### src/rtl/flat_xlate.sv
module flat_xlate #(
  parameter int ID_W = 4,
  parameter int WAYS = 4
) (
  input  logic            clk,
  input  logic            rst_n,
  input  logic [31:0]     tbl_base,
  input  logic [31:0]     prot_addr,
  input  logic            req_valid,
  output logic            req_ready,
  input  logic [31:0]     req_va,
  input  logic [ID_W-1:0] req_id,
  output logic            rsp_valid,
  output logic [31:0]     rsp_pa,
  output logic            rsp_fault,
  output logic            rsp_nonsec,
  output logic [ID_W-1:0] rsp_id,
  output logic            mem_req,
  output logic [31:0]     mem_addr,
  input  logic            mem_rvalid,
  input  logic [31:0]     mem_rdata,
  output logic            flt_valid,
  output logic [31:0]     flt_va,
  output logic [ID_W-1:0] flt_id
);
  localparam int PTR_W = (WAYS > 1) ? $clog2(WAYS) : 1;
  localparam int VPN_W = 20;

  logic [VPN_W-1:0] tag_q [WAYS];
  logic [VPN_W-1:0] frm_q [WAYS];
  logic [WAYS-1:0]  ns_q;
  logic [WAYS-1:0]  vld_q;
  logic [PTR_W-1:0] ptr_q;
  logic             busy_q;
  logic [31:0]      va_q;
  logic [ID_W-1:0]  id_q;

  logic [WAYS-1:0]  hit_vec;
  logic             hit;
  logic [VPN_W-1:0] hit_frm;
  logic             hit_ns;
  logic             accept;
  logic             desc_ok;
  logic             unused_bits;

  for (genvar w = 0; w < WAYS; w++) begin : g_cmp
    assign hit_vec[w] = vld_q[w] && (tag_q[w] == req_va[31:12]);
  end

  always_comb begin
    hit_frm = '0;
    hit_ns  = 1'b0;
    for (int w = 0; w < WAYS; w++) begin
      if (hit_vec[w]) begin
        hit_frm = hit_frm | frm_q[w];
        hit_ns  = hit_ns | ns_q[w];
      end
    end
  end

  assign hit       = |hit_vec;
  assign req_ready = !busy_q;
  assign accept    = req_valid && !busy_q;
  assign desc_ok   = mem_rdata[1];
  assign flt_va    = va_q;
  assign flt_id    = id_q;
  assign unused_bits = ^{mem_rdata[11:4], mem_rdata[2], mem_rdata[0], prot_addr[6:0]};

  always_ff @(posedge clk or negedge rst_n) begin
    if (!rst_n) begin
      busy_q     <= 1'b0;
      rsp_valid  <= 1'b0;
      rsp_pa     <= '0;
      rsp_fault  <= 1'b0;
      rsp_nonsec <= 1'b0;
      rsp_id     <= '0;
      mem_req    <= 1'b0;
      mem_addr   <= '0;
      flt_valid  <= 1'b0;
      va_q       <= '0;
      id_q       <= '0;
      vld_q      <= '0;
      ns_q       <= '0;
      ptr_q      <= '0;
    end else begin
      rsp_valid <= 1'b0;
      mem_req   <= 1'b0;
      flt_valid <= 1'b0;
      if (accept) begin
        va_q <= req_va;
        id_q <= req_id;
        if (hit) begin
          rsp_valid  <= 1'b1;
          rsp_pa     <= {hit_frm, req_va[11:0]};
          rsp_fault  <= 1'b0;
          rsp_nonsec <= hit_ns;
          rsp_id     <= req_id;
        end else begin
          busy_q   <= 1'b1;
          mem_req  <= 1'b1;
          mem_addr <= tbl_base + {10'b0, req_va[31:12], 2'b00};
        end
      end else if (busy_q && mem_rvalid) begin
        busy_q    <= 1'b0;
        rsp_valid <= 1'b1;
        rsp_id    <= id_q;
        if (desc_ok) begin
          rsp_pa        <= {mem_rdata[31:12], va_q[11:0]};
          rsp_fault     <= 1'b0;
          rsp_nonsec    <= mem_rdata[3];
          vld_q[ptr_q]  <= 1'b1;
          ns_q[ptr_q]   <= mem_rdata[3];
          ptr_q         <= (ptr_q == PTR_W'(WAYS - 1)) ? '0 : ptr_q + 1'b1;
        end else begin
          rsp_pa     <= {prot_addr[31:7], 7'b0};
          rsp_fault  <= 1'b1;
          rsp_nonsec <= 1'b0;
          flt_valid  <= 1'b1;
        end
      end
    end
  end

  always_ff @(posedge clk) begin
    if (busy_q && mem_rvalid && desc_ok) begin
      tag_q[ptr_q] <= va_q[31:12];
      frm_q[ptr_q] <= mem_rdata[31:12];
    end
  end

  p_one_read_r2: assert property (@(posedge clk) disable iff (!rst_n)
    mem_req |=> !mem_req);
  p_miss_reads_r2: assert property (@(posedge clk) disable iff (!rst_n)
    (req_valid && req_ready && !hit) |=> (mem_req && !req_ready));
  p_hit_fast_r7: assert property (@(posedge clk) disable iff (!rst_n)
    (req_valid && req_ready && hit) |=> (rsp_valid && !mem_req));
  p_fault_pair_r5: assert property (@(posedge clk) disable iff (!rst_n)
    flt_valid |-> (rsp_valid && rsp_fault));
  p_redirect_aligned_r5: assert property (@(posedge clk) disable iff (!rst_n)
    (rsp_valid && rsp_fault) |-> (rsp_pa[6:0] == 7'b0 && !rsp_nonsec));
  p_single_way_r9: assert property (@(posedge clk) disable iff (!rst_n)
    $onehot0(hit_vec));
  p_hold_busy_r6: assert property (@(posedge clk) disable iff (!rst_n)
    (!req_ready && !mem_rvalid) |=> !req_ready);
endmodule

### config.mk
export PLATFORM = sky130hd
export DESIGN_NAME = flat_xlate
export DESIGN_NICKNAME = d
export VERILOG_FILES = /design/src/rtl/flat_xlate.sv
export SDC_FILE = /design/constraint.sdc
export NUM_CORES = 1
export LEC_CHECK = 0
export ABC_CLOCK_PERIOD_IN_PS = 6800
export BUFFER_PORTS_ARGS = -buffer_cell sky130_fd_sc_hd__buf_2
export CAP_MARGIN = 20
export CORE_MARGIN = 2
export CORE_UTILIZATION = 40
export DETAILED_ROUTE_END_ITERATION = 7
export GPL_ROUTABILITY_DRIVEN = 0
export PLACE_DENSITY_LB_ADDON = 0.25
export SYNTH_ARGS = -nofsm -noshare
export SYNTH_HDL_FRONTEND = slang
export SYNTH_SLANG_ARGS = --single-unit
### constraint.sdc
create_clock -name clk -period 6.8 [get_ports clk]
set_clock_uncertainty 0.1 [all_clocks]
set_input_delay 1.36 -clock clk [delete_from_list [all_inputs] [get_ports clk]]
set_output_delay 1.36 -clock clk [all_outputs]
set_load 0.005 [all_outputs]
# Word level (Yosys, flattened, before mapping)
# Memories as Yosys holds them, arrays and structs flattened.
# Index checks and enable logic that the tools add are counted.
dict set report classes {
  add_sub_neg 2
  magnitude_cmp 2
  n_eq_ne 7
  n_mux 39
  bitwise 9
  reduce_logical 15
}
# op count
set ops {}
lappend ops {{32-bit 2-to-1 mux} 4}
lappend ops {{20-bit equality test} 4}
lappend ops {{20-bit 2-to-1 mux} 4}
lappend ops {{20-bit OR} 3}
lappend ops {{32-bit by 22-bit adder with 32-bit output} 1}
lappend ops {{1-bit 2-to-1 mux} 25}
lappend ops {{4-bit 2-to-1 mux} 3}
lappend ops {{1-bit logical AND} 8}
lappend ops {{2-bit AND reduction} 3}
lappend ops {{4-bit bitwise mux} 1}
lappend ops {{2-bit != test, second input constant} 2}
lappend ops {{4-bit OR} 1}
lappend ops {{4-bit OR reduction} 1}
lappend ops {{2-bit by 3-bit < comparator with 1-bit output, second input constant} 1}
lappend ops {{1-bit OR} 3}
lappend ops {{3-bit AND reduction} 1}
lappend ops {{2-bit by 1-bit adder with 2-bit output, second input constant} 1}
lappend ops {{1-bit demux with 2-bit select} 1}
lappend ops {{2-bit equality test, second input constant} 1}
lappend ops {{2-bit by 1-bit greater-or-equal comparator with 1-bit output, second input constant} 1}
lappend ops {{2-bit 2-to-1 mux} 1}
lappend ops {{1-bit inverter} 2}
lappend ops {{2-bit nonzero test} 1}
lappend ops {{1-bit logical NOT} 1}
dict set report totals {
  regBits 120
  ramBits 160
  inputBits 136
  out_inout_bits 110
  wordCells 90
  n_memories 2
}
# memory depth width read_ports rd_ports_with_merged_regs write_ports line_no
set memory_table {}
lappend memory_table {frm_q 4 20 4 0 1 30} ;# logic [VPN_W-1:0] frm_q [WAYS];
lappend memory_table {tag_q 4 20 4 0 1 29} ;# logic [VPN_W-1:0] tag_q [WAYS];

# Longest topological paths before layout
# Gate-level depths: netlist (run 1).
dict set report depth {
  ltp_word 11
  ltp_mapped 11
  depth_no_buf 11
}

# Worst setup path after synthesis (run 1)
# Ideal clock, no wire load.
dict set report synth_path {
  path_type {input to register}
  startpoint {in req_va[31]}
  endpoint {reg rsp_id[1]}
  setup_ns 0.125
  arrival_ns 3.257
  required_time_ns 6.575
  slack_ns 3.319
  stages 10
  path_buffers 3
  path_cell_list {buf_4 > xor2_1 > nor4_1 > nand4_1 > nor4_2 > or4_1 > buf_4 > a21boi_4 > buf_4 > mux2_2}
}
dict set report synth_via {
  elab_chain_len 5
  elab_cells_between_ends 11
  classes_between {eq/ne (5); reduce/logical (6)}
}
# element line_no
set synth_lines {}
lappend synth_lines {{from (decl)} 11} ;# input logic [31:0] req_va,
lappend synth_lines {{20-bit equality test} 47} ;# assign hit_vec[w] = vld_q[w] && (tag_q[w] == req_va[31:12]);
lappend synth_lines {{1-bit logical AND} 47}
lappend synth_lines {{4-bit OR reduction (*)} 61} ;# assign hit = |hit_vec;
lappend synth_lines {{2-bit != test (no source line) (*)} -}
lappend synth_lines {{2-bit AND reduction (no source line) (*)} -}
lappend synth_lines {{to (signal assigned)} 97} ;# rsp_id <= req_id;
lappend synth_lines {{to (signal assigned)} 106} ;# rsp_id <= id_q;
lappend synth_lines {{to (decl)} 17} ;# output logic [ID_W-1:0] rsp_id,
# Every way passes the cells marked *; elsewhere a longest branch is shown, timed or not.
# A chain may end at the register's enable or synchronous reset.

# Final worst setup path (run 1)
dict set report layout_path {
  startpoint {in req_va[16]}
  endpoint {reg mem_addr[18]}
}
dict set report layout_via {
  elab_chain_len 5
  elab_cells_between_ends 12
  classes_between {add/sub (1); eq/ne (4); bitwise (1); reduce/logical (6)}
}
# element line_no
set layout_lines {}
lappend layout_lines {{parallel branches: the longest is 5 deep, another holds 32-bit by 22-bit adder with 32-bit output} -}
lappend layout_lines {{to (signal assigned)} 101} ;# mem_addr <= tbl_base + {10'b0, req_va[31:12], 2'b00};
lappend layout_lines {{to (decl)} 19} ;# output logic [31:0] mem_addr,
# Parallel ways; which one is timed is not known.

==> metrics.md, run 1 <==
| Metric | Value |
|---|---|
| Outcome | `finished, final reports clean` |
| CTS tree | `built` |
| Peak supply drop | `180.1 µV` |
| Delay of the slowest cell on the worst path | `just under 0.8 ns` |
| Critical-path top delay cell | `nor2_4` |
| Crit path required time | `7.12 ns` |
| Avg Cell Area, Syn | `12.49 µm²` |
| CTS HTree Levels | `1` |
| Total chip power | `between 4 and 5 mW` |
| Die Width | `roughly 180 µm` |
| Critical path endpoint category | `register` |
| Top cell type's share of synthesized area | `0.3940` |
| Total number of vias | `8,133` |
| Unique cell type count in the Yosys netlist | `43` |
| Initial core utilization | `0.4093` |
| Flip-flop and latch area | `7807 µm²` |
| Syn Nets | `1,137` |
| Hold buffers post-CTS | `0` |
| First DRT Iteration DRCs | `522` |
| Routed vias/inst | `5.070` |
| Post-route minimum period | `3.905 ns` |
| Detailed-route DRC error count | `0` |
| Sequential area share after synthesis | `0.6403` |
| Slew Viols, Final | `0` |
| Placed inst area | `13,700 µm²` |
| Buf/Inv on CP | `2` |
| Cell total after placement | `1,549` |
| Synth area leaders | `edfxtp_1, dfrtp_1, nand2_1, xnor2_1, mux2_2` |
| Yosys warning count | `0` |
| Number of global-route vias before repair | `7,931` |
| First-pass GRT wire length | `45,410 µm` |
| Layout cells sized above 1 | `0.2819` |
| NumNets Final | `1,351` |
| Pwr per Cell Area | `around 310 nW/µm²` |
| Crit Path Max Fanout | `36` |
| Clk_lat worst skew | `approximately 0.55 ns` |
| Fillcell total | `2,666` |
| Critical path class | `input pin to register` |
| Static Leakage | `6.080 nW` |
| Tightest Pin Transition | `1.034 ns` |
| Fin crit share | `0.5742` |
| Post-synthesis register bit count | `280` |
| CTS buffer count | `29` |
| Num rows | `63` |
| Post-synth EDFFs | `160` |
| Num ports | `246` |
| Cells along the critical path | `buf_2 > xor2_1 > nor4_1 > nand3_1 > nor4_4 > buf_4 > or4_1 > nor2_4 > mux2_2` |
| Detailed Routing Iterations Pass 1 | `4` |
| Total negative slack | `0 ns` |
| Area growth syn-to-layout | `20.52%` |
| Rel. slew slack | `0.3104` |
| Fraction of registers with async set/reset | `0.4286` |
| Port bufs | `around 230` |
| CTS max path bufs | `3` |
| DP Wirelength | `19,360 µm` |
| Largest net degree at the start of global routing | `between 80 and 90` |
| Final hold viol count | `0` |
| RSZ-0062 raised after global routing | `no` |
| Multi-input gate area | `4096 µm²` |
| CTS clk-pin slew, worst paths | `0.06 ns` |
| Cell Area, Synth | `roughly 12,000 µm²` |
| Final Non-Filler Cells | `1,604` |
| Root buf cell | `clkbuf_16` |
| Cells after Synth | `976` |
| Hold Path Class | `register to register` |
| Sink Count | `280` |
| Post-detailed-routing wire length | `29,490 µm` |
| Max Clk Rate | `256.1 MHz` |
| Die H | `178.6 µm` |
| Total GRT Usage | `0.1845` |
| Grt total ovfl | `0` |
| Startpoint types | `input pin` |
| Top_reg_cell synth | `edfxtp_1` |
| Cell taking the most area after synthesis | `edfxtp_1` |
| CTS resizes | `0` |
| Crit path DAT | `roughly 4.2 ns` |
| Setup bufs post-CTS | `0` |
| Drt wl/cell | `approximately 18 µm` |
| Crit path max-delay family | `simple AND/OR/NAND/NOR gates` |
| Final antenna-violating net count | `0` |
| Final setup fails | `0` |
| Max cap viols | `0` |
| Core area | `29,800 µm²` |
| Design area | `14,700 µm²` |
| Initial antenna violation count | `1` |
| Die ar. | `between 30,000 and 40,000 µm²` |
## through the flow
step | util | setup WS, ns | hold slack (ns)
floorplan | - | 3.319 | 0.3343
global placement | 0.4598 | 2.312 | 0.3586
detailed placement | 0.4598 | 2.295 | 0.3646
CTS | 0.4932 | 2.871 | 0.3788
global route | 0.4932 | 2.692 | 0.3873
finish | 0.4932 | 2.895 | 0.3758
## worst reg2reg max path: cells and delay by family (launching register included)
kind | cells | cell delay (ns)
compound gates | 2 | 0.53
xor+xnor | 1 | 0.15
flops | 1 | 0.38
simple gates | 4 | 1.26
buf+inv | 2 | 0.70
## cells by family after synthesis
kind of cell             Yosys count  share of synthesized area
flip-flops                       280                     0.6403
AND/OR/NAND/NOR                  250                    0.08978
AO/OA/AOI/OAI                    192                    0.09604
XOR/XNOR                         106                    0.07613
buffers and inverters             75                    0.02719
multiplexers                      48                    0.04433
adder cells (fa/ha/maj)           25                    0.02627
## path summary, 6_finish.rpt
| kind | start | to | slack [ns] | cells after the start |
|---|---|---|---|---|
| max | req_va[16] | mem_addr[18] | 2.90 | 9 |
| min | rsp_pa[16] | rsp_pa[16] | 0.38 | 2 |
| max reg2reg | tag_q[2][19] | rsp_pa[10] | 3.55 | 9 |
| min reg2reg | rsp_pa[16] | rsp_pa[16] | 0.38 | 2 |
| max in group asynchronous | rst_n | flt_id[0] | 4.72 | 2 |
| min in group asynchronous | rst_n | flt_va[26] | 0.74 | 1 |
## cells in the final DEF (no fill, tap or decap), types with 5 or more instances in the layout
cell,count
nor2_1,26
clkbuf_8,5
clkbuf_16,29
a21oi_1,76
ha_1,24
buf_4,13
a21o_1,8
xor2_1,46
nand3_1,7
edfxtp_1,160
clkinv_2,5
nand2b_1,6
o21ai_0,43
mux2_2,45
buf_2,227
a221o_1,5
nor3_1,7
xnor2_1,60
a22oi_1,42
nand4_1,13
inv_1,17
nand2_1,164
nor4_1,10
dfrtp_1,120
## power by group
| part | switching (mW) | leakage (nW) | internal, mW | total (mW) |
|---|---|---|---|---|
| logic | 0.388 | 2.68 | 0.334 | 0.722 |
| registers | 0.147 | 2.91 | 2.07 | 2.22 |
| clock network | 0.651 | 0.485 | 0.986 | 1.64 |
## synth_stat cells, types with 17 or more instances
cell,instances
edfxtp_1,160
nand2_1,165
nor2_1,26
clkbuf_1,26
a22oi_1,42
xnor2_1,60
buf_2,22
ha_1,24
inv_1,17
o21ai_0,43
mux2_2,45
a21oi_1,76
xor2_1,46
dfrtp_1,120
## routing by layer
layer  global-route usage  wire, µm  vias to the layer above  part of all wire
li1                     -         -                     3919                 -
met1               0.2584     13380                     3961              0.45
met2               0.3004     13830                      223              0.47
met3              0.03176      1868                       30             0.063
met4              0.04268       412                        0             0.014
met5                    0         0                        -                 0
## sequential cells by signal, summed over array words and instances, names as in the netlist, 2 cells and up
| register | cells |
|---|---|
| flt_va | 32 |
| ns_q | 4 |
| vld_q | 4 |
| tag_q | 80 |
| rsp_id | 4 |
| mem_addr | 32 |
| ptr_q | 2 |
| flt_id | 4 |
| rsp_pa | 32 |
| frm_q | 80 |
## cell type report
cell class                      count  share of cell area
Inverter                           17            0.004342
Tap cell                          390             0.03320
Clock inverter                     16             0.01251
Timing Repair Buffer              241             0.08471
Clock buffer                       38             0.05508
Multi-Input combinational cell    621              0.2787
Antenna cell                        1           0.0001703
Sequential cell                   280              0.5312
(Power assumes the default switching activity.)
==> run 2: changes to the inputs <==
--- a/config.mk
+++ b/config.mk
@@ -5,7 +5,7 @@
 export SDC_FILE = /design/constraint.sdc
 export NUM_CORES = 1
 export LEC_CHECK = 0
-export ABC_CLOCK_PERIOD_IN_PS = 6800
+export ABC_CLOCK_PERIOD_IN_PS = 3650
 export BUFFER_PORTS_ARGS = -buffer_cell sky130_fd_sc_hd__buf_2
 export CAP_MARGIN = 20
 export CORE_MARGIN = 2
==> constraint.sdc (replaced) <==
create_clock -name clk -period 3.65 [get_ports clk]
set_clock_uncertainty 0.1 [all_clocks]
set_input_delay 0.73 -clock clk [delete_from_list [all_inputs] [get_ports clk]]
set_output_delay 0.73 -clock clk [all_outputs]
set_load 0.005 [all_outputs]
==> run 2 against run 1 <==
Effect of this change: clock-buffer cell count fell by 4; critical path depth fell by 1; combinational power rose by 90%; non-clock buffer count rose by 15; clock power rose by 87%; final area rose by 0.83%; setup slack got worse by 2.2 ns; register-to-register slack got worse by 2.9 ns; sequential power rose by 86%; critical path type unchanged; critical endpoint unchanged; largest power group unchanged.
==> metrics.md, run 2 (synthesis gave the netlist of run 1 again) <==
| Metric | Value |
|---|---|
| Final hold slack | `0.05702 ns (-0.3188 ns)` |
| Crit path max-delay family | `simple AND/OR/NAND/NOR gates` |
| CTS tree | `built` |
| Die ar. | `31,900 µm² (unchanged)` |
| CTS HTree Levels | `1 (unchanged)` |
| Critical path endpoint category | `register` |
| Most frequent cells in the layout | `buf_2, nand2_1, edfxtp_1, dfrtp_1, a21oi_1` |
| Finished Core Util | `0.4973 (+0.004074)` |
| Final hold viol count | `0 (unchanged)` |
| Rel. slew slack | `0.3160 (+0.005571)` |
| Hold Path Class | `input pin to asynchronous set/reset pin` |
| Post-detailed-routing wire length | `30,030 µm (+1.8%)` |
| Die Width | `178.6 µm (unchanged)` |
| Tightest Pin Transition | `1.024 ns (-0.01079 ns)` |
| Pwr per Cell Area | `577.7 nW/µm² (+85%)` |
| DP Wirelength | `20,040 µm (+3.5%)` |
| Setup bufs post-CTS | `0 (unchanged)` |
| Total GRT Usage | `0.1871 (+0.002587)` |
| Total negative slack | `0 ns (unchanged)` |
| Detailed-route DRC error count | `0 (unchanged)` |
| Commonest non-fill, non-tap cell in the layout | `buf_2` |
| First-pass GRT wire length | `46,090 µm (+1.5%)` |
| Critical-path top delay cell | `nor2_4` |
| Initial antenna violation count | `2 (+1)` |
| CTS resizes | `0 (unchanged)` |
| Hold buffers post-CTS | `0 (unchanged)` |
| Final antenna-violating net count | `0 (unchanged)` |
| Die H | `178.6 µm (unchanged)` |
| Crit path required time | `3.98 ns (-3.14 ns)` |
| Slew Viols, Final | `0 (unchanged)` |
| Static Leakage | `6.163 nW (+1.4%)` |
| Grt total ovfl | `0 (unchanged)` |
| Critical path class | `input pin to register` |
| Area growth syn-to-layout | `21.52%` |
| Largest net degree at the start of global routing | `77 (-8.3%)` |
| Max cap viols | `0 (unchanged)` |
| Core area | `29,800 µm² (unchanged)` |
| Num ports | `246 (unchanged)` |
| Fin crit share | `0.8197` |
| CTS clk-pin slew, worst paths | `0.06 ns (about the same)` |
| Peak supply drop | `322.2 µV (+79%)` |
| NumNets Final | `1,366 (+1.1%)` |
| Cells along the critical path | `buf_2 > xor2_1 > nor4_1 > nand4_1 > nor3_2 > or4_1 > nor2_4 > mux2_2` |
| RSZ-0062 raised after global routing | `no` |
| Final setup fails | `0 (unchanged)` |
| Sink Count | `280 (unchanged)` |
| Max Clk Rate | `between 300 and 400 MHz` |
| Routed vias/inst | `5.085 (+0.29%)` |
| Crit Path Max Fanout | `43 (+19%)` |
| Initial core utilization | `0.4093 (unchanged)` |
| Num rows | `63 (unchanged)` |
| Buf/Inv on CP | `1 (-1)` |
| CTS buffer count | `29 (unchanged)` |
| Startpoint types | `input pin` |
| Number of global-route vias before repair | `8,203 (+3.4%)` |
| Total number of vias | `8,238 (+1.3%)` |
| Delay of the slowest cell on the worst path | `0.80 ns (+0.03 ns)` |
| Port bufs | `228 (unchanged)` |
| Biggest regs | `frm_q x80, tag_q x80` |
| Detailed Routing Iterations Pass 1 | `4 (unchanged)` |
| Root buf cell | `clkbuf_16` |
| Post-route minimum period | `roughly 3.0 ns` |
| Layout cells sized above 1 | `0.2907 (+0.008771)` |
| Outcome | `finished, final reports clean` |
| First DRT Iteration DRCs | `485 (-7.1%)` |
| Drt wl/cell | `18.54 µm (+0.84%)` |
| Clk_lat worst skew | `0.55 ns (about the same)` |
| Crit path DAT | `3.32 ns (-0.91 ns)` |
| CTS max path bufs | `3 (unchanged)` |
| Setup slack, reg-to-reg | `0.69 ns (-2.86 ns)` |
run 2: where the power goes:
| part | internal (mW) | total (mW) | leakage (nW) | switching, mW |
|---|---|---|---|---|
| combinational | 0.637 | 1.37 | 2.76 | 0.733 |
| clock | 1.83 | 3.06 | 0.487 | 1.23 |
| sequential | 3.86 | 4.13 | 2.91 | 0.275 |
run 2: per-stage QoR:
| stage | area [µm²] | cells | total power, mW | worst slack (ns) |
|---|---|---|---|---|
| after detailed placement | 13830 | 1564 | 5.589 | 0.03982 |
| after floorplan | 12190 | 976 | 4.880 | 0.7985 |
| after global placement | 13830 | 1564 | 5.543 | 0.08810 |
| after CTS | 14810 | 1618 | 8.660 | 0.6107 |
| after global routing | 14820 | 1620 | 8.996 | 0.4903 |
| final | 14820 | 1620 | 8.561 | 0.6582 |
run 2: worst reg2reg max path: cells and delay by family (launching register included):
kind / cells / cell delay, ns
AND/OR/NAND/NOR: 5 / 1.68
flip-flops: 1 / 0.37
XOR/XNOR: 1 / 0.23
multiplexers: 1 / 0.45
run 2: cell type report:
cell class / instances / area (µm²)
Multi-Input combinational cell: 621 / 4096
Inverter: 17 / 63.81
Antenna cell: 2 / 5.005
Sequential cell: 280 / 7807
Clock buffer: 34 / 754.5
Tap cell: 390 / 488.0
Timing Repair Buffer: 256 / 1370
Fill cell: 2678 / 14980
Clock inverter: 20 / 232.7
run 2: path summary, 6_finish.rpt:
check | start | endpoint | depth (start not counted)
setup / recovery | req_va[22] | mem_addr[18] | 8
hold reg to reg | rsp_pa[30] | rsp_pa[30] | 2
hold / removal | rst_n | flt_va[26] | 1
max in group asynchronous | rst_n | flt_id[3] | 2
setup reg to reg | tag_q[0][0] | mem_addr[18] | 7
min in group clk | req_va[9] | flt_va[9] | 3
run 2: routing by layer:
metal	wire length, µm	global-route usage	up-vias	part of all wire
met3	1711	0.03026	35	0.057
met1	13610	0.2596	4043	0.45
met5	0	0	-	0
met4	461	0.04268	0	0.015
li1	-	-	3940	-
met2	14250	0.3090	220	0.47
==> run 3: changes to the inputs <==
--- a/config.mk
+++ b/config.mk
@@ -5,7 +5,7 @@
 export SDC_FILE = /design/constraint.sdc
 export NUM_CORES = 1
 export LEC_CHECK = 0
-export ABC_CLOCK_PERIOD_IN_PS = 3650
+export ABC_CLOCK_PERIOD_IN_PS = 2400
 export BUFFER_PORTS_ARGS = -buffer_cell sky130_fd_sc_hd__buf_2
 export CAP_MARGIN = 20
 export CORE_MARGIN = 2
==> constraint.sdc (replaced) <==
create_clock -name clk -period 2.4 [get_ports clk]
set_clock_uncertainty 0.1 [all_clocks]
set_input_delay 0.48 -clock clk [delete_from_list [all_inputs] [get_ports clk]]
set_output_delay 0.48 -clock clk [all_outputs]
set_load 0.005 [all_outputs]
==> run 3 against run 2 <==
Effect of this change: the flow now finishes with violations (setup timing); non-clock buffer count is 104 higher; via count grew 8.0%; setup slack got worse by 0.82 ns; sequential power up 54%; total power rose by 62%; final area rose by 13%; critical endpoint is now mem_addr[7]; largest power group unchanged.
==> metrics.md, run 3 (synthesis gave the netlist of run 1 again) <==
| Metric | Value |
|---|---|
| Outcome | `complete, but fails checks` |
| Failing checks | `setup timing` |
| Design area | `16,770 µm² (+13%)` |
| Die Width | `178.6 µm (unchanged)` |
| Startpoint types | `register` |
| Number of global-route vias before repair | `8,867 (+8.1%)` |
| Num rows | `63 (unchanged)` |
| Routed vias/inst | `5.143 (+1.1%)` |
| Initial antenna violation count | `3 (+1)` |
| Final setup fails | `56 (+56)` |
| Biggest regs | `frm_q x80, tag_q x80` |
| Total GRT Usage | `0.2111 (+0.02402)` |
| Root buf cell | `clkbuf_16` |
| Final hold viol count | `0 (unchanged)` |
| Fin crit share | `1.066` |
| Final Non-Filler Cells | `1,729 (+6.7%)` |
| Drt wl/cell | `19.72 µm (+6.4%)` |
| Delay of the slowest cell on the worst path | `0.59 ns (-0.21 ns)` |
| Finished Core Util | `0.5628 (+0.06551)` |
| CTS max path bufs | `3 (unchanged)` |
| Detailed Routing Iterations Pass 1 | `4 (unchanged)` |
| Hold Path End | `flt_va[2]` |
| Critical path endpoint category | `register` |
| Grt total ovfl | `0 (unchanged)` |
| Die H | `178.6 µm (unchanged)` |
| Port bufs | `228 (unchanged)` |
| Detailed-route DRC error count | `0 (unchanged)` |
| Critical-path top delay cell | `or4_4` |
| Layout cells sized above 1 | `0.4353 (+0.1446)` |
| Crit path max-delay family | `simple AND/OR/NAND/NOR gates` |
| Final antenna-violating net count | `0 (unchanged)` |
| Die ar. | `31,900 µm² (unchanged)` |
| Placed inst area | `14,630 µm² (+5.8%)` |
| Most frequent cells in the layout | `buf_2, edfxtp_1, nand2_1, dfrtp_1, buf_4` |
| Core area | `29,800 µm² (unchanged)` |
| Cell total after placement | `1,639 (+4.8%)` |
| Crit path required time | `2.75 ns (-1.23 ns)` |
| DP Wirelength | `21,910 µm (+9.3%)` |
| First DRT Iteration DRCs | `519 (+7.0%)` |
| CTS tree | `built` |
| CTS HTree Levels | `1 (unchanged)` |
| Tightest Pin Transition | `0.5958 ns (-0.4279 ns)` |
| Post-detailed-routing wire length | `34,100 µm (+14%)` |
| Max cap viols | `0 (unchanged)` |
| Peak supply drop | `537.0 µV (+67%)` |
| Final hold slack | `0.03020 ns (-0.02682 ns)` |
| Pwr per Cell Area | `827.7 nW/µm² (+43%)` |
| Hold Path Class | `input pin to register` |
| Max Clk Rate | `390.8 MHz` |
| Total negative slack | `-4.544 ns (-4.544 ns)` |
| Initial core utilization | `0.4093 (unchanged)` |
| CTS buffer count | `31 (+6.9%)` |
| Hold path startpoint | `req_va[2]` |
| Area growth syn-to-layout | `37.52%` |
| Clk_lat worst skew | `0.57 ns (+0.02 ns)` |
| Commonest non-fill, non-tap cell in the layout | `buf_2` |
| Largest net degree at the start of global routing | `62 (-19%)` |
| Cells along the critical path | `xor2_1 > nor4_2 > nand3_1 > nor4_4 > or4_4 > buf_6 > nor2_4 > buf_12 > buf_16 > mux2_4` |
| Crit path DAT | `2.91 ns (-0.41 ns)` |
| First-pass GRT wire length | `51,020 µm (+11%)` |
| Rel. slew slack | `0.6028 (+0.2869)` |
| Setup ws final | `-0.1589 ns (-0.8171 ns)` |
| CTS clk-pin slew, worst paths | `0.06 ns (about the same)` |
| RR Endpoint | `mem_addr[7]` |
| Setup slack, reg-to-reg | `-0.16 ns (-0.85 ns)` |
| Crit Path Max Fanout | `8 (-81%)` |
| Post-route minimum period | `2.559 ns` |
| Buf/Inv on CP | `3 (+2)` |
| RR Startpoint | `tag_q[2][2]` |
| Slew Viols, Final | `0 (unchanged)` |
| RSZ-0062 raised after global routing | `yes` |
| Static Leakage | `7.006 nW (+14%)` |
| Sink Count | `280 (unchanged)` |
| Critical path class | `register to register` |
| NumNets Final | `1,473 (+7.8%)` |
| Hold depth | `3` |
| Total number of vias | `8,893 (+8.0%)` |
| Worst reg-to-reg path cell count | `10 (+3)` |
| Num ports | `246 (unchanged)` |
## run 3: changes by cell type in the layout (fill, tap and decap cells not counted), sizes merged, moves of 2 or more
cell	before	now
buf	256	357
bufinv	5	3
clkbuf	34	47
clkinv	11	13
inv	20	14
## run 3: worst register-to-register path, delay by kind of cell, from the launching register on
kind                      cells  cell delay, ns
and+or+nand+nor               5            0.99
buffers and inverters         3            0.44
DFF                           1            0.42
muxes                         1            0.30
xor gates and xnor gates      1            0.20
## run 3: how the worst max path moves through the flow
stage,start,endpoint,slack (ns),cells after the start
2_1_floorplan,req_va[28],rsp_id[1],-0.08,10
3_3_place_gp,req_va[31],rsp_pa[10],-0.67,10
3_5_place_dp,req_va[31],rsp_pa[10],-0.70,10
4_1_cts,tag_q[3][14],mem_addr[8],-0.23,10
5_1_grt,tag_q[2][15],mem_addr[16],-0.30,10
6_report,tag_q[2][2],mem_addr[7],-0.16,10
## run 3: final cells by class
type                       count  area (µm²)
fill                        2519       13030
sequential                   280        7807
multi-input combinational    622        4826
timing repair buffer         360        2536
clock buffer                  45       889.6
tap                          390       488.0
clock inverter                13       153.9
inverter                      17       63.81
antenna                        2       5.005
## run 3: repair_timing
action | CTS | global route
buffers inserted | 20 | 3
pin swaps | 36 | 38
setup endpoints to repair | 71 | 71
hold buffers | 1 | 0
cloned | 12 | 2
endpoints found under the hold margin | 47 | 0
gates resized for setup | 106 | 102
## run 3: through the flow
stage / setup WS [ns] / power (mW)
2_1_floorplan: -0.08011 / 7.557
3_3_place_gp: -0.6704 / 8.726
3_5_place_dp: -0.7044 / 8.780
4_1_cts: -0.2259 / 13.88
5_1_grt: -0.3028 / 14.52
6_report: -0.1589 / 13.88
## run 3: power by group
group	internal (mW)	leakage (nW)	switching (mW)	total [mW]
logic	1.40	3.58	1.34	2.74
clock network	2.89	0.512	1.90	4.79
registers	5.87	2.91	0.479	6.35
total	10.2	7.01	3.72	13.9
## run 3: routing by layer
layer,up-vias,GRT usage,wire length (µm)
li1,4184,-,-
met1,4416,0.2936,15210
met2,243,0.3456,16140
met3,48,0.03666,2046
met4,2,0.04980,692
met5,-,0,12
